File: src/rtl/pfq_pkg.sv
package pfq_pkg;

    typedef enum logic [1:0] {
        CYC_FREE = 2'd0,
        CYC_PROG = 2'd1,
        CYC_READ = 2'd2
    } cyc_kind_e;

    typedef enum logic [1:0] {
        OP_NOP = 2'd0,
        OP_LDI = 2'd1,
        OP_LDD = 2'd2
    } op_cls_e;

    typedef enum logic [2:0] {
        PH_IDLE  = 3'd0,
        PH_BOOT0 = 3'd1,
        PH_BOOT1 = 3'd2,
        PH_BOOT2 = 3'd3,
        PH_EXEC  = 3'd4
    } phase_e;

endpackage

File: src/rtl/pfq_decode.sv
module pfq_decode
    import pfq_pkg::*;
#(
    parameter int          DATA_W  = 8,
    parameter logic [7:0]  OPC_LDI = 8'hA6,
    parameter logic [7:0]  OPC_LDD = 8'hB6,
    parameter logic [7:0]  OPC_NOP = 8'h9D
) (
    input  logic [DATA_W-1:0] opcode,
    output op_cls_e           cls
);
    // Unknown codes fall through to no-operation so the queue never stalls.
    always_comb begin
        if (opcode == DATA_W'(OPC_LDI))      cls = OP_LDI;
        else if (opcode == DATA_W'(OPC_LDD)) cls = OP_LDD;
        else if (opcode == DATA_W'(OPC_NOP)) cls = OP_NOP;
        else                                 cls = OP_NOP;
    end
endmodule

File: src/rtl/pfq_bus_drive.sv
module pfq_bus_drive
    import pfq_pkg::*;
#(
    parameter int ADDR_W = 16,
    parameter int DATA_W = 8
) (
    input  cyc_kind_e         kind,
    input  logic [ADDR_W-1:0] pc,
    input  logic [DATA_W-1:0] oper,
    output logic [ADDR_W-1:0] mem_addr,
    output logic              mem_rd
);
    localparam int PAD_W = ADDR_W - DATA_W;

    always_comb begin
        mem_rd = (kind != CYC_FREE);
        if (kind == CYC_READ) mem_addr = {{PAD_W{1'b0}}, oper};
        else                  mem_addr = pc;
    end
endmodule

File: src/rtl/pfq_seq.sv
module pfq_seq
    import pfq_pkg::*;
#(
    parameter int          ADDR_W  = 16,
    parameter int          DATA_W  = 8,
    parameter logic [7:0]  OPC_LDI = 8'hA6,
    parameter logic [7:0]  OPC_LDD = 8'hB6,
    parameter logic [7:0]  OPC_NOP = 8'h9D
) (
    input  logic              clk,
    input  logic              rst_n,
    input  logic [ADDR_W-1:0] rst_vec,
    output logic [ADDR_W-1:0] mem_addr,
    output logic              mem_rd,
    input  logic [DATA_W-1:0] mem_rdata,
    output logic [DATA_W-1:0] acc,
    output logic [ADDR_W-1:0] pc,
    output logic [1:0]        cyc_kind
);
    localparam int STEP_W = 2;

    typedef struct packed {
        phase_e             ph;
        logic [STEP_W-1:0]  step;
        op_cls_e            op;
        logic [DATA_W-1:0]  q0;
        logic [DATA_W-1:0]  q1;
        logic [DATA_W-1:0]  acc;
        logic [ADDR_W-1:0]  pc;
    } seq_st_t;

    seq_st_t   st_q, st_d;
    op_cls_e   dec_cls;
    op_cls_e   cur_op;
    cyc_kind_e kind;

    pfq_decode #(
        .DATA_W  (DATA_W),
        .OPC_LDI (OPC_LDI),
        .OPC_LDD (OPC_LDD),
        .OPC_NOP (OPC_NOP)
    ) u_dec (
        .opcode (st_q.q0),
        .cls    (dec_cls)
    );

    pfq_bus_drive #(
        .ADDR_W (ADDR_W),
        .DATA_W (DATA_W)
    ) u_bus (
        .kind     (kind),
        .pc       (st_q.pc),
        .oper     (st_q.q1),
        .mem_addr (mem_addr),
        .mem_rd   (mem_rd)
    );

    // The opcode is decoded in the first step only; the queue head is
    // overwritten during the step, so later steps use the held class.
    always_comb begin
        st_d   = st_q;
        kind   = CYC_FREE;
        cur_op = (st_q.step == '0) ? dec_cls : st_q.op;

        unique case (st_q.ph)
            PH_IDLE: begin
                kind    = CYC_FREE;
                st_d.ph = PH_BOOT0;
            end
            PH_BOOT0: begin
                kind    = CYC_PROG;
                st_d.ph = PH_BOOT1;
            end
            PH_BOOT1: begin
                kind    = CYC_PROG;
                st_d.q0 = mem_rdata;
                st_d.ph = PH_BOOT2;
            end
            PH_BOOT2: begin
                kind      = CYC_PROG;
                st_d.q1   = mem_rdata;
                st_d.ph   = PH_EXEC;
                st_d.step = '0;
            end
            default: begin
                unique case (cur_op)
                    OP_LDI: begin
                        kind = CYC_PROG;
                        if (st_q.step == '0) begin
                            st_d.acc  = st_q.q1;
                            st_d.q0   = mem_rdata;
                            st_d.op   = OP_LDI;
                            st_d.step = STEP_W'(1);
                        end else begin
                            st_d.q1   = mem_rdata;
                            st_d.step = '0;
                        end
                    end
                    OP_LDD: begin
                        if (st_q.step == '0) begin
                            kind      = CYC_READ;
                            st_d.q0   = mem_rdata;
                            st_d.op   = OP_LDD;
                            st_d.step = STEP_W'(1);
                        end else if (st_q.step == STEP_W'(1)) begin
                            kind      = CYC_PROG;
                            st_d.acc  = mem_rdata;
                            st_d.step = STEP_W'(2);
                        end else begin
                            kind      = CYC_PROG;
                            st_d.q1   = mem_rdata;
                            st_d.step = '0;
                        end
                    end
                    default: begin
                        kind      = CYC_PROG;
                        st_d.q0   = st_q.q1;
                        st_d.q1   = mem_rdata;
                        st_d.op   = OP_NOP;
                        st_d.step = '0;
                    end
                endcase
            end
        endcase

        if (kind == CYC_PROG) st_d.pc = st_q.pc + ADDR_W'(1);
    end

    always_ff @(posedge clk) begin
        if (!rst_n) begin
            st_q.ph   <= PH_IDLE;
            st_q.step <= '0;
            st_q.op   <= OP_NOP;
            st_q.q0   <= '0;
            st_q.q1   <= '0;
            st_q.acc  <= '0;
            st_q.pc   <= rst_vec;
        end else begin
            st_q <= st_d;
        end
    end

    assign acc      = st_q.acc;
    assign pc       = st_q.pc;
    assign cyc_kind = kind;

endmodule

File: config.mk
export PLATFORM = sky130hd
export DESIGN_NAME = pfq_seq
export DESIGN_NICKNAME = d
export VERILOG_FILES = /design/src/rtl/pfq_pkg.sv /design/src/rtl/pfq_decode.sv /design/src/rtl/pfq_bus_drive.sv /design/src/rtl/pfq_seq.sv
export SDC_FILE = /design/constraint.sdc
export NUM_CORES = 1
export LEC_CHECK = 0
export ABC_AREA = 1
export CORE_MARGIN = 2
export CORE_UTILIZATION = 50
export DETAILED_ROUTE_END_ITERATION = 7
export HOLD_SLACK_MARGIN = 0.15
export PLACE_DENSITY = 0.81
export SETUP_SLACK_MARGIN = 0.15
export SYNTH_ARGS = -nofsm -noshare
export SYNTH_HDL_FRONTEND = slang
export SYNTH_SLANG_ARGS = --single-unit
File: constraint.sdc
create_clock -name clk -period 4.8 [get_ports clk]
set_input_delay 1.2 -clock clk [delete_from_list [all_inputs] [get_ports clk]]
set_output_delay 1.2 -clock clk [all_outputs]
set_load 0.02 [all_outputs]
Word level (Yosys, flattened, before mapping):

Cells that the tools add are included.

* input bits: 26
* bits in writable memories: 0
* output and inout port bits: 43
* memory bits (read-only): 0
* bits in registers: 47
* memories: 0
* latch bits: 0
* logic and storage cells: 69

* order comparisons: 0
* div/mod/pow operators: 0
* reduce and logical (&&, ||, !) cells: 13
* bitwise gates (word level): 3
* multipliers: 0
* add/subtract/negate cells: 1
* shift-type cells: 0
* eq/ne operators: 20
* multiplexer cells: 25

Operator list (count)
* 2-to-1 mux 16 bit: 4
* case mux 8 bit (2 select lines): 3
* case mux 20 bit (2 select lines): 1
* 2-to-1 mux 8 bit: 4
* 2-to-1 mux 10 bit: 2
* adder 16 x 1 -> 16 bit (second input constant): 1
* equality test 8 bit (second input constant): 2
* != test 3 bit (second input constant): 5
* 2-to-1 mux 2 bit: 7
* case mux 3 bit (4 select lines): 1
* OR reduction 3 bit: 3
* != test 2 bit (second input constant): 4
* case mux 2 bit (2 select lines): 2
* equality test 2 x 1 -> 1 bit (second input constant): 3
* equality test 3 x 2 -> 1 bit (second input constant): 2
* AND reduction 3 bit: 2
* AND reduction 5 bit: 1
* equality test 2 bit (second input constant): 2
* AND reduction 4 bit: 1
* nonzero test 2 bit: 2
* nonzero test 4 bit: 1
* OR reduction 4 bit: 1
* equality test 3 x 1 -> 1 bit (second input constant): 1
* zero test 3 bit: 1
* other kinds (4): 6

Logic depth before layout (Yosys ltp):

Gate-level depths: netlist of the first run.

* word-level depth: 10
* depth in mapped cells: 16
* depth with buffers taken out: 15

By module:

Synthesis of the first run repeated with hierarchy kept, for this count alone.

* cell total of the unflattened synthesis: 444
* area total of the unflattened synthesis: 3106.7 um2

By module, submodules not included
* pfq_seq: cells each 385, sequential area each 1101.1 um2, times used 1, area an instance 2834.0 um2
* pfq_bus_drive: cells each 45, sequential area each 0.0 um2, times used 1, area an instance 215.2 um2
* pfq_decode: cells each 14, sequential area each 0.0 um2, times used 1, area an instance 57.6 um2

Least setup slack after synthesis of the first run:

Ideal clock, no wire load.

* path kind: register to output
* from: register st_q[43] in the netlist's numbering
* to: output mem_addr[0]
* arrival: 2180 ps
* path buffers: 2
* cell stages (with the launch flop): 12
* setup slack: 1420 ps
* cell sequence: dfxtp_1 inv_1 nand2_1 or2_2 o21ai_1 inv_1 ha_1 buf_6 nand2_4 nor2_4 buf_2 o21ai_0

* word-level cells in the longest chain between the ends: 7
* elaborated cells on any way between the ends: 8
* classes of those cells: eq/ne (2); mux (5); reduce/logical (1)

RTL lines
* start, declared: RTL line pfq_seq.sv:32 `seq_st_t st_q, st_d;`
* start signal, assigned: RTL line pfq_seq.sv:139 `st_q <= st_d;`
* zero test 2 bit *: RTL line pfq_seq.sv:63, pfq_seq.sv:100
* 2-to-1 mux 2 bit: RTL line pfq_seq.sv:63 `cur_op = (st_q.step == '0) ? dec_cls : st_q.op;`
* equality test 2 bit: RTL line pfq_seq.sv:86 `unique case (cur_op)`
* 2-to-1 mux 2 bit *: RTL line pfq_seq.sv:86
* case mux 2 bit (2 select lines) *: RTL line pfq_seq.sv:65 `unique case (st_q.ph)`
* named net cyc_kind[1]: RTL line pfq_seq.sv:18 `output logic [1:0] cyc_kind`
* equality test 2 bit *: RTL line pfq_bus_drive.sv:17 `if (kind == CYC_READ) mem_addr = {{PAD_W{1'b0}}, oper};`
* 2-to-1 mux 16 bit *: RTL line pfq_bus_drive.sv:17
* end, declared: RTL line pfq_seq.sv:13 `output logic [ADDR_W-1:0] mem_addr,`

The timed path passes the listed nets; every way through them passes the cells marked *.

Final worst setup path of the first run:

* from: register st_q[43] in the netlist's numbering
* to: output mem_addr[1]

* word-level cells in the longest chain between the ends: 7
* elaborated cells on any way between the ends: 8
* classes of those cells: eq/ne (2); mux (5); reduce/logical (1)

RTL lines (RTL line)
* zero test 2 bit *: pfq_seq.sv:63, pfq_seq.sv:100
* 2-to-1 mux 2 bit: pfq_seq.sv:63
* equality test 2 bit: pfq_seq.sv:86
* 2-to-1 mux 2 bit *: pfq_seq.sv:86
* case mux 2 bit (2 select lines) *: pfq_seq.sv:65
* equality test 2 bit *: pfq_bus_drive.sv:17
* 2-to-1 mux 16 bit *: pfq_bus_drive.sv:17

Mark *: on every way between the ends. The rest lies on a longest branch, timed or not.

==> run metrics, run 1 <==
total die area=roughly 7000 um2; Clk network pwr share=approximately 28%; worst slew pin tran=705 ps; Buf/Inv on CP=4; sequential element share of the synthesized area=35.4%; clock buffer count from CTS=5; WL final=7210 um; Worst-path clk slew=approximately 80 ps; Final #Nets=505; final slew viol count=0; Setup crit end kind=output port; prevailing post-synth register cell=dfxtp_1; TNS Setup=0 ps; CTS max path bufs=2; Detail Placement HPWL=5530 um; Synth cell types=33; CP peak stage delay=620 ps; Mean Syn Cell Area=7.16 um2; number of synthesized flops with an enable pin=16; r2r worst-path depth=14; status=complete, no violations; IO Port Bufs=68; Syn Nets=between 400 and 500; fin area=3750 um2; Slew headroom=52.9%; Ys Warns=0; CTS tree=yes; post-route minimum period=between 4000 and 5000 ps; Fin. Hold Viols=0; Max VDD drop=about 0.0002 V; final setup fails=0; stages on the worst setup path=11; Root Buffer=clkbuf_8; Switch Pwr=387 uW; crit path max-delay cell type=clkdlybuf4s50_1; Worst Hold Depth=2; DRC=0; width of the die=a little over 80 um; layout cells sized above 1=13.7%; Pre-antenna DRT Iters=4; P_int=833 uW; Ant. Diodes=0; power per standard cell area=around 330 nW/um2; Max Clk Rate=roughly 240 MHz; setup skew after layout=14.2 ps; Post-DP Area=3610 um2; CP max FO=18; drt via density=5.18; startpoint types=flop; switching part of the total=about a third; Worst Hold Class=flop to flop; drt wl/cell=about 13 um; Synth-to-Final Area Change=20.5%; Worst EP required=3600 ps; 1st-iter DRT viols=roughly 170; H-tree levels=2; crit path kind=flop to output port; initial antenna violation count=0; # IOs=between 60 and 70; largest net degree at the start of global routing=28; #FFs+latches synth=47; Final GP Congestion=~0.93; critical path cell sequence=inv_1 > nand2_1 > or2_2 > o21ai_1 > inv_1 > ha_2 > nand2_4 > nor2_4 > inv_2 > o21ai_0 > clkdlybuf4s50_1; most used cell, CP=inv_1; Static Leak=roughly 1.6 nW; FFs w/ async S/R, synth=0%; global-route wire length before repair=12400 um; sequential share of power=42.1%; GRT overflow=0; cell count after synthesis=435; Netlist Area Pre-Place=slightly above 3000 um2; worst skew pair latency=310 ps; Sink Count=47; number of global-route vias before repair=2660; Post CTS Setup Buffer Count=0; critical path's top delay family=buffers and inverters; fin crit share=87.5%; Worst EP arrival=3000 ps; row cnt=28; Initial Utilization=52.3%; total track usage=21.5%; Die Ht=roughly 83 um; Fillers=531; Final ANT Viol Nets=0; combinational power share=29.9%; unrepaired setup endpoints after global routing=no; vias after detailed routing=2849; max_cap viols=0; Core ar.=5960 um2
==> power by group through the flow <==
stage / logic, mW / registers [mW] / clock network [mW]
4_1_cts: 0.366 / 0.512 / 0.347
5_1_grt: 0.400 / 0.519 / 0.366
6_report: 0.364 / 0.513 / 0.342
3_3_place_gp: 0.358 / 0.519 / 0
3_5_place_dp: 0.364 / 0.521 / 0
2_1_floorplan: 0.253 / 0.504 / 0
==> Yosys cell counts (2+ instances only) <==
cell type	n	area, um2
nand2_1	112	420
nor2_1	44	165
inv_1	40	150
nand3_1	34	170
nor2_2	33	206
dfxtp_1	31	621
buf_4	25	188
o21ai_0	22	110
edfxtp_1	16	480
a21oi_1	11	55.1
clkbuf_1	6	22.5
nand2_2	6	37.5
ha_1	5	62.6
o21ai_1	5	25.0
nand3b_1	4	30.0
nand4_1	4	25.0
nor2_4	4	45.0
a21o_1	3	22.5
buf_2	3	15.0
inv_2	3	11.3
mux2i_1	3	30.0
nand3_4	3	52.6
xor2_1	3	26.3
a31oi_1	2	12.5
buf_12	2	40.0
buf_6	2	22.5
nor3_1	2	10.0
o21ai_2	2	17.5
==> registers in the layout, indices dropped and copies added, names as in the netlist <==
register	count
acc	8
pc	16
st_q	23
==> kinds of logic after synthesis <==
logic type,Yosys count,share of synthesized area (%)
AO/OA/AOI/OAI,46,8.04
XOR/XNOR,3,0.844
adder cells (fa/ha/maj),5,2.01
buffers and inverters,82,14.6
flip-flops,47,35.4
multiplexers,3,0.965
AND/OR/NAND/NOR,249,38.2
==> tightest hold or removal path: stages (launching register included) <==
cell and delay (ps):
dfxtp_1 300, inv_1 60, a21oi_1 60
==> cells in the final DEF (no fill, tap or decap), types with 2 or more instances in the layout <==
master,netlist,layout
a31oi_1,2,2
clkbuf_8,0,5
buf_4,25,2
clkdlybuf4s50_1,0,68
o21ai_2,2,2
a21oi_1,11,11
a21o_1,3,3
nand3b_1,4,4
nor2_1,44,44
xor2_1,3,3
inv_2,3,3
nand3_1,34,34
dfxtp_1,31,31
nor2_4,4,4
nand2_1,112,112
o21ai_0,22,21
o21ai_1,5,6
edfxtp_1,16,16
nor3_1,2,2
inv_1,40,40
ha_1,5,4
mux2i_1,3,3
bufinv_16,0,2
nand2_2,6,6
nor2_2,33,33
nand4_1,4,4
nand3_4,3,3
==> timing repair <==
action / 4_1_cts / 5_1_grt
setup endpoints to repair: 0 / 1
hold buffers: 0 / 0
gates resized for setup: 0 / 1
==> per-layer routing <==
metal  wire length (um)  up-vias  share of wire, %  track usage, %
met4                 67        0              0.93            5.07
li1                   -     1428                 -               -
met2               3430      109                48            36.4
met1               3100     1303                43            28.2
met5                  0        -                 0               0
met3                614        9               8.5            4.57
==> stage by stage <==
stage	total power, mW	util, %	cells	hold WS, ps	worst slack [ps]
6_report	1.22	63.0	550	470	598
5_1_grt	1.28	63.0	550	502	339
3_3_place_gp	0.877	60.7	542	448	796
3_5_place_dp	0.886	60.7	542	459	699
2_1_floorplan	0.758	-	435	425	1420
4_1_cts	1.23	62.9	550	473	365
==> worst paths after layout <==
| kind | slack, ps | from | to |
|---|---|---|---|
| setup / recovery | 600 | st_q[43] | mem_addr[1] |
| setup reg to reg | 2240 | st_q[43] | st_q[39] |
| hold reg to reg | 470 | st_q[41] | st_q[41] |
| hold / removal | 470 | st_q[41] | st_q[41] |
==> final cells by class <==
class | count | area [um2] | share of cell area [%]
Multi-Input combinational cell | 306 | 1560 | 41.6
Tap cell | 75 | 93.8 | 2.50
Timing Repair Buffer | 70 | 696 | 18.6
Sequential cell | 47 | 1100 | 29.4
Clock buffer | 6 | 72.6 | 1.94
Inverter | 44 | 166 | 4.44
Clock inverter | 2 | 60.1 | 1.60
Note: power is estimated with default switching activity, not from simulation.
==> run 2, diff against run 1 <==
--- a/config.mk
+++ b/config.mk
@@ -6,11 +6,13 @@
 export NUM_CORES = 1
 export LEC_CHECK = 0
 export ABC_AREA = 1
+export CELL_PAD_IN_SITES_DETAIL_PLACEMENT = 1
+export CELL_PAD_IN_SITES_GLOBAL_PLACEMENT = 1
 export CORE_MARGIN = 2
-export CORE_UTILIZATION = 50
+export CORE_UTILIZATION = 39
 export DETAILED_ROUTE_END_ITERATION = 7
 export HOLD_SLACK_MARGIN = 0.15
-export PLACE_DENSITY = 0.81
+export PLACE_DENSITY = 0.88
 export SETUP_SLACK_MARGIN = 0.15
 export SYNTH_ARGS = -nofsm -noshare
 export SYNTH_HDL_FRONTEND = slang
==> constraint.sdc (replaced) <==
create_clock -name clk -period 5.25 [get_ports clk]
set_input_delay 1.3125 -clock clk [delete_from_list [all_inputs] [get_ports clk]]
set_output_delay 1.3125 -clock clk [all_outputs]
set_load 0.02 [all_outputs]
==> run 2 against run 1 <==
  * Clock skew decreased by 3.1 ps
  * Global-route usage decreased by 0.82 points
  * Die area increased by 27%
  * Non-clock buffer count unchanged
  * Final cell count increased by 4.9%
  * Setup slack improved by 100 ps
  * Hold slack got worse by 2.6 ps
  * Final area increased by 0.77%
  * Count of clock-buffer cells in the layout increased by 1
  * First-iteration DRC count decreased by 42%
  * Wire length increased by 21%
  * Critical path type unchanged
  * Largest power group unchanged
  * Highest routed layer unchanged
==> run metrics, run 2 (same netlist as run 1, synthesis figures left out) <==
1st-iter DRT viols=99 (-42%); combinational power share=30.8% (+0.9 points); status=complete, no violations; FF+latch area=1100 um2 (unchanged); Post-DP Area=3650 um2 (+0.93%); IO Port Bufs=68 (unchanged); WL final=8710 um (+21%); Detail Placement HPWL=6510 um (+18%); Ant. Diodes=0 (unchanged); FF-to-FF End=st_q[33]; Final ANT Viol Nets=0 (unchanged); Worst Hold Depth=2 (unchanged); Switch Pwr=370 uW (-4.4%); Synth-to-Final Area Change=21.4%; # IOs=69 (unchanged); r2r worst-path depth=14 (unchanged); Worst-path clk slew=80 ps (about the same); final setup fails=0 (unchanged); Max Clk Rate=220 MHz; sequential share of power=42.2% (about the same); drt wl/cell=15.1 um (+15%); fin area=3780 um2 (+0.77%); grt met1 use=26.2% (-2.0 points); CTS max path bufs=2 (unchanged); power per standard cell area=294 nW/um2 (-9.5%); TNS Setup=0 ps (unchanged); worst skew pair latency=310 ps (about the same); slack of the worst reg-to-reg path=2630 ps (+390 ps); Slew headroom=51.7% (-1.2 points); Pre-antenna DRT Iters=4 (unchanged); worst slew pin tran=724 ps (+18.5 ps); CTS tree=yes; reg2reg start=st_q[43]; P_int=743 uW (-11%); total die area=8710 um2 (+27%); Setup crit end kind=output port; H-tree levels=2 (unchanged); M3 GR Usage=3.71% (-0.87 points); Fin. Hold Viols=0 (unchanged); global-route wire length before repair=14400 um (+16%); largest net degree at the start of global routing=42 (+50%); initial antenna violation count=0 (unchanged); total track usage=20.7% (-0.82 points); clock buffer count from CTS=5 (unchanged); fin crit share=86.7%; setup skew after layout=11.2 ps (-3.09 ps); unrepaired setup endpoints after global routing=no; most frequent cells in the layout=nand2_1 (112), clkdlybuf4s50_1 (68), nor2_1 (44); hold_sp=st_q[41]; Top reg by flops=st_q; max FFs per register=23 (unchanged); width of the die=93.3 um (+13%); Initial Utilization=40.3% (-12 points); multi-input logic area=1560 um2 (unchanged); Max VDD drop=0.000134 V (-32%); switching part of the total=33.3% (+1.5 points); vias after detailed routing=2875 (+0.91%); Worst EP arrival=3240 ps (+240 ps); drt via density=4.98 (-3.8%); Root Buffer=clkbuf_8; startpoint types=flop; crit path kind=flop to output port; Sink Count=47 (unchanged); Final GP Congestion=0.820 (-11%); Worst EP required=3940 ps (+340 ps); Setup crit start=st_q[42]; number of global-route vias before repair=3062 (+15%); GR peak layer=met2; row cnt=32 (+14%); GRT overflow=0 (unchanged); Die Ht=93.3 um (+13%); DRC=0 (unchanged); commonest non-fill, non-tap cell in the layout=nand2_1; top flop regs=st_q x23, pc x16, acc x8; post-route minimum period=around 4500 ps; Core ar.=7730 um2 (+30%); Clk network pwr share=27.0% (-1.1 points); layout cells sized above 1=13.7% (unchanged); CP max FO=18 (unchanged); Worst Hold Class=flop to flop; Worst Hold Path EP=st_q[41]; final slew viol count=0 (unchanged); Fillers=1004 (+89%); Static Leak=1.61 nW (-0.11%); max_cap viols=0 (unchanged); Final #Nets=505 (unchanged); M2 GR Usage=36.1% (-0.35 points)
==> run 2: cell types whose count changed in the layout (fill, tap and decap cells not counted), sizes merged <==
cell / delta
bufinv: -1
clkbuf: +1
==> run 2: worst max path at each step <==
| stage | endpoint | depth (start not counted) | slack (ps) |
|---|---|---|---|
| 3_5_place_dp | mem_addr[1] | 11 | 850 |
| 6_report | mem_addr[1] | 11 | 700 |
| 2_1_floorplan | mem_addr[0] | 11 | 1760 |
| 5_1_grt | mem_addr[1] | 11 | 390 |
| 3_3_place_gp | mem_addr[1] | 9 | 1020 |
| 4_1_cts | mem_addr[1] | 11 | 460 |
==> run 2: routing by layer <==
metal,vias to the layer above,wire length [um]
met3,8,368
li1,1426,-
met2,60,4300
met4,0,90
met1,1381,3960
met5,-,0
==> run 2: cell type report <==
| class | instances | area share (%) |
|---|---|---|
| clock inverters | 1 | 0.795 |
| flip-flops and latches | 47 | 29.1 |
| multi-input cells | 306 | 41.3 |
| clock buffers | 7 | 2.58 |
| inverters | 44 | 4.40 |
| repair buffers | 70 | 18.4 |
| well taps | 102 | 3.38 |
==> run 2: through the flow <==
stage	hold slack (ps)	cells	utilization (%)	power (mW)	worst slack (ps)
after floorplan	425	435	-	0.693	1760
after global placement	452	569	47.2	0.805	1020
after detailed placement	471	569	47.2	0.821	852
after CTS	483	577	48.9	1.12	455
after global routing	504	577	48.9	1.17	386
final	467	577	48.9	1.11	701
==> run 2: power by group through the flow <==
stage	registers, mW	clock network (mW)	logic (mW)
2_1_floorplan	0.461	0	0.232
3_3_place_gp	0.474	0	0.331
3_5_place_dp	0.478	0	0.343
4_1_cts	0.470	0.305	0.345
5_1_grt	0.475	0.317	0.377
6_report	0.470	0.300	0.342
==> run 2: critical path: stages (launching register included) <==
cell and delay, ps:
dfxtp_1 460, inv_1 80, nand2_1 110, or2_2 120
o21ai_1 110, inv_1 130, ha_2 450, nand2_4 120
nor2_4 250, inv_2 190, o21ai_0 260, clkdlybuf4s50_1 650
==> run 2: repair_timing <==
action | CTS | global route
endpoints found under the setup margin | 0 | 1
resized for setup | 0 | 1
buffers inserted | 0 | 0
hold buffers | 0 | 0
==> run 3, diff against run 2 <==
--- a/config.mk
+++ b/config.mk
@@ -10,6 +10,7 @@
 export CELL_PAD_IN_SITES_GLOBAL_PLACEMENT = 1
 export CORE_MARGIN = 2
 export CORE_UTILIZATION = 39
+export CTS_BUF_LIST = sky130_fd_sc_hd__clkbuf_16
 export DETAILED_ROUTE_END_ITERATION = 7
 export HOLD_SLACK_MARGIN = 0.15
 export PLACE_DENSITY = 0.88
==> run 3 against run 2 <==
  * Sequential cell count unchanged
  * Critical path depth unchanged
  * Hold slack lost 3.5 ps
  * Wire length rose by 0.39%
  * Sequential share of layout area shrank 0.41 points
  * Largest cell class unchanged
  * Final cell count did not move
  * Clock power rose by 30%
  * Non-clock buffer count is the same
  * Register-to-register slack worse by 150 ps
  * Final area is 1.4% higher
  * Count of clock-buffer cells in the layout shrank 1
  * Sequential power about the same
==> run metrics, run 3 (same netlist as run 1, synthesis figures left out) <==
status=complete, no violations; drt via density=5.02 (+0.70%); fin crit share=89.9% (+3.2 points); startpoint types=flop; largest net degree at the start of global routing=42 (unchanged); TNS Setup=0 ps (unchanged); CTS tree=yes; vias after detailed routing=2895 (+0.70%); Detail Placement HPWL=6510 um (unchanged); DRC=0 (unchanged); top flop regs=st_q x23, pc x16, acc x8; worst skew pair latency=290 ps (-20 ps); max FFs per register=23 (unchanged); Slew headroom=50.6% (-1.1 points); Setup crit end=mem_addr[1]; CP peak stage delay=650 ps (about the same); crit path kind=flop to output port; slack of the worst reg-to-reg path=2480 ps (-150 ps); Final GP Congestion=0.820 (unchanged); WL final=8750 um (+0.39%); initial antenna violation count=0 (unchanged); commonest non-fill, non-tap cell in the layout=nand2_1; crit path max-delay cell type=clkdlybuf4s50_1; post-cts repair resize count=0 (unchanged); CP max FO=18 (unchanged); final setup fails=0 (unchanged); Static Leak=1.64 nW (+1.9%); worst slew pin tran=741 ps (+16.9 ps); clock buffer count from CTS=5 (unchanged); Max Clk Rate=212 MHz (-3.6%); Setup crit end kind=output port; final slew viol count=0 (unchanged); Worst EP arrival=3410 ps (+170 ps); unrepaired setup endpoints after global routing=no; GRT overflow=0 (unchanged); Worst Hold Depth=2 (unchanged); reg2reg start=st_q[43]; # IOs=69 (unchanged); Final ANT Viol Nets=0 (unchanged); total track usage=20.6% (-0.15 points); most used cell, CP=inv_1; Pre-antenna DRT Iters=4 (unchanged); setup skew after layout=8.80 ps (-2.36 ps); FF-to-FF End=acc[1]; max_cap viols=0 (unchanged); Root Buffer=clkbuf_16; Initial Utilization=40.3% (unchanged); CTS max path bufs=2 (unchanged); critical path cell sequence=inv_1 > nand2_1 > or2_2 > o21ai_1 > inv_1 > ha_1 > nand2_4 > nor2_4 > inv_2 > o21ai_0 > clkdlybuf4s50_1; Top reg by flops=st_q; Sink Count=47 (unchanged); Setup crit start=st_q[42]; number of global-route vias before repair=3021 (-1.3%); Worst EP required=3940 ps (about the same); row cnt=32 (unchanged); Worst Hold Class=flop to flop; layout cells sized above 1=13.5% (-0.21 points); H-tree levels=2 (unchanged); Worst-path clk slew=60 ps (-20 ps); r2r worst-path depth=12 (-2); Core ar.=7730 um2 (unchanged); most frequent cells in the layout=nand2_1 (112), clkdlybuf4s50_1 (68), nor2_1 (44); Die Ht=93.3 um (unchanged); fin area=3830 um2 (+1.4%); Final #Nets=505 (unchanged); Ant. Diodes=0 (unchanged); Synth-to-Final Area Change=23.1%; total die area=8710 um2 (unchanged); IO Port Bufs=68 (unchanged); width of the die=93.3 um (unchanged); 1st-iter DRT viols=67 (-32%); post-route minimum period=4720 ps (+170 ps); Fin. Hold Viols=0 (unchanged); Hold Buf Count CTS=0 (unchanged); global-route wire length before repair=14400 um (+0.19%); Max VDD drop=0.000126 V (-5.8%); Post CTS Setup Buffer Count=0 (unchanged); drt wl/cell=15.2 um (+0.39%); Post-DP Area=3650 um2 (unchanged); power per standard cell area=314 nW/um2 (+6.7%)
## run 3: worst max-delay path, delay by kind of cell (launching register included)
family | cells | cell delay [ps]
buffers and inverters | 4 | 1020
adder cells (fa/ha/maj) | 1 | 640
flip-flops | 1 | 450
AO/OA/AOI/OAI | 2 | 360
AND/OR/NAND/NOR | 4 | 660
## run 3: cell type report
cell class,instances,area (um2)
inverters,44,166
multi-input cells,306,1560
clock inverters,2,33.8
flip-flops and latches,47,1100
fillers,994,3890
repair buffers,70,696
clock buffers,6,150
well taps,102,128
## run 3: worst min path at each step
stage / from / endpoint / slack (ps)
detailed placement: st_q[41] / st_q[41] / 470
global route: st_q[41] / st_q[41] / 500
CTS: st_q[41] / st_q[41] / 480
floorplan: st_q[41] / st_q[41] / 420
finish: st_q[41] / st_q[41] / 460
global placement: st_q[41] / st_q[41] / 450
## run 3: power by group
part | internal (mW) | leakage (nW) | switching (mW) | total (mW)
Sequential | 0.424 | 0.418 | 0.0470 | 0.471
Combinational | 0.148 | 1.13 | 0.196 | 0.343
Clock | 0.252 | 0.0934 | 0.137 | 0.389
Total | 0.824 | 1.64 | 0.380 | 1.20
## run 3: layer usage
| metal | vias to the layer above | wire, um | GRT usage (%) |
|---|---|---|---|
| li1 | 1428 | - | - |
| met1 | 1402 | 3940 | 26.7 |
| met2 | 60 | 4410 | 36.1 |
| met3 | 5 | 350 | 3.38 |
| met4 | 0 | 46 | 3.92 |
| met5 | - | 0 | 0 |
## run 3: metrics by stage
| step | hold slack, ps | total power, mW | std cells | utilization (%) | setup slack [ps] |
|---|---|---|---|---|---|
| floorplan | 425 | 0.693 | 435 | - | 1760 |
| global placement | 452 | 0.805 | 569 | 47.2 | 1020 |
| detailed placement | 471 | 0.821 | 569 | 47.2 | 852 |
| CTS | 479 | 1.21 | 577 | 49.6 | 510 |
| global route | 500 | 1.26 | 577 | 49.6 | 206 |
| finish | 464 | 1.20 | 577 | 49.6 | 531 |
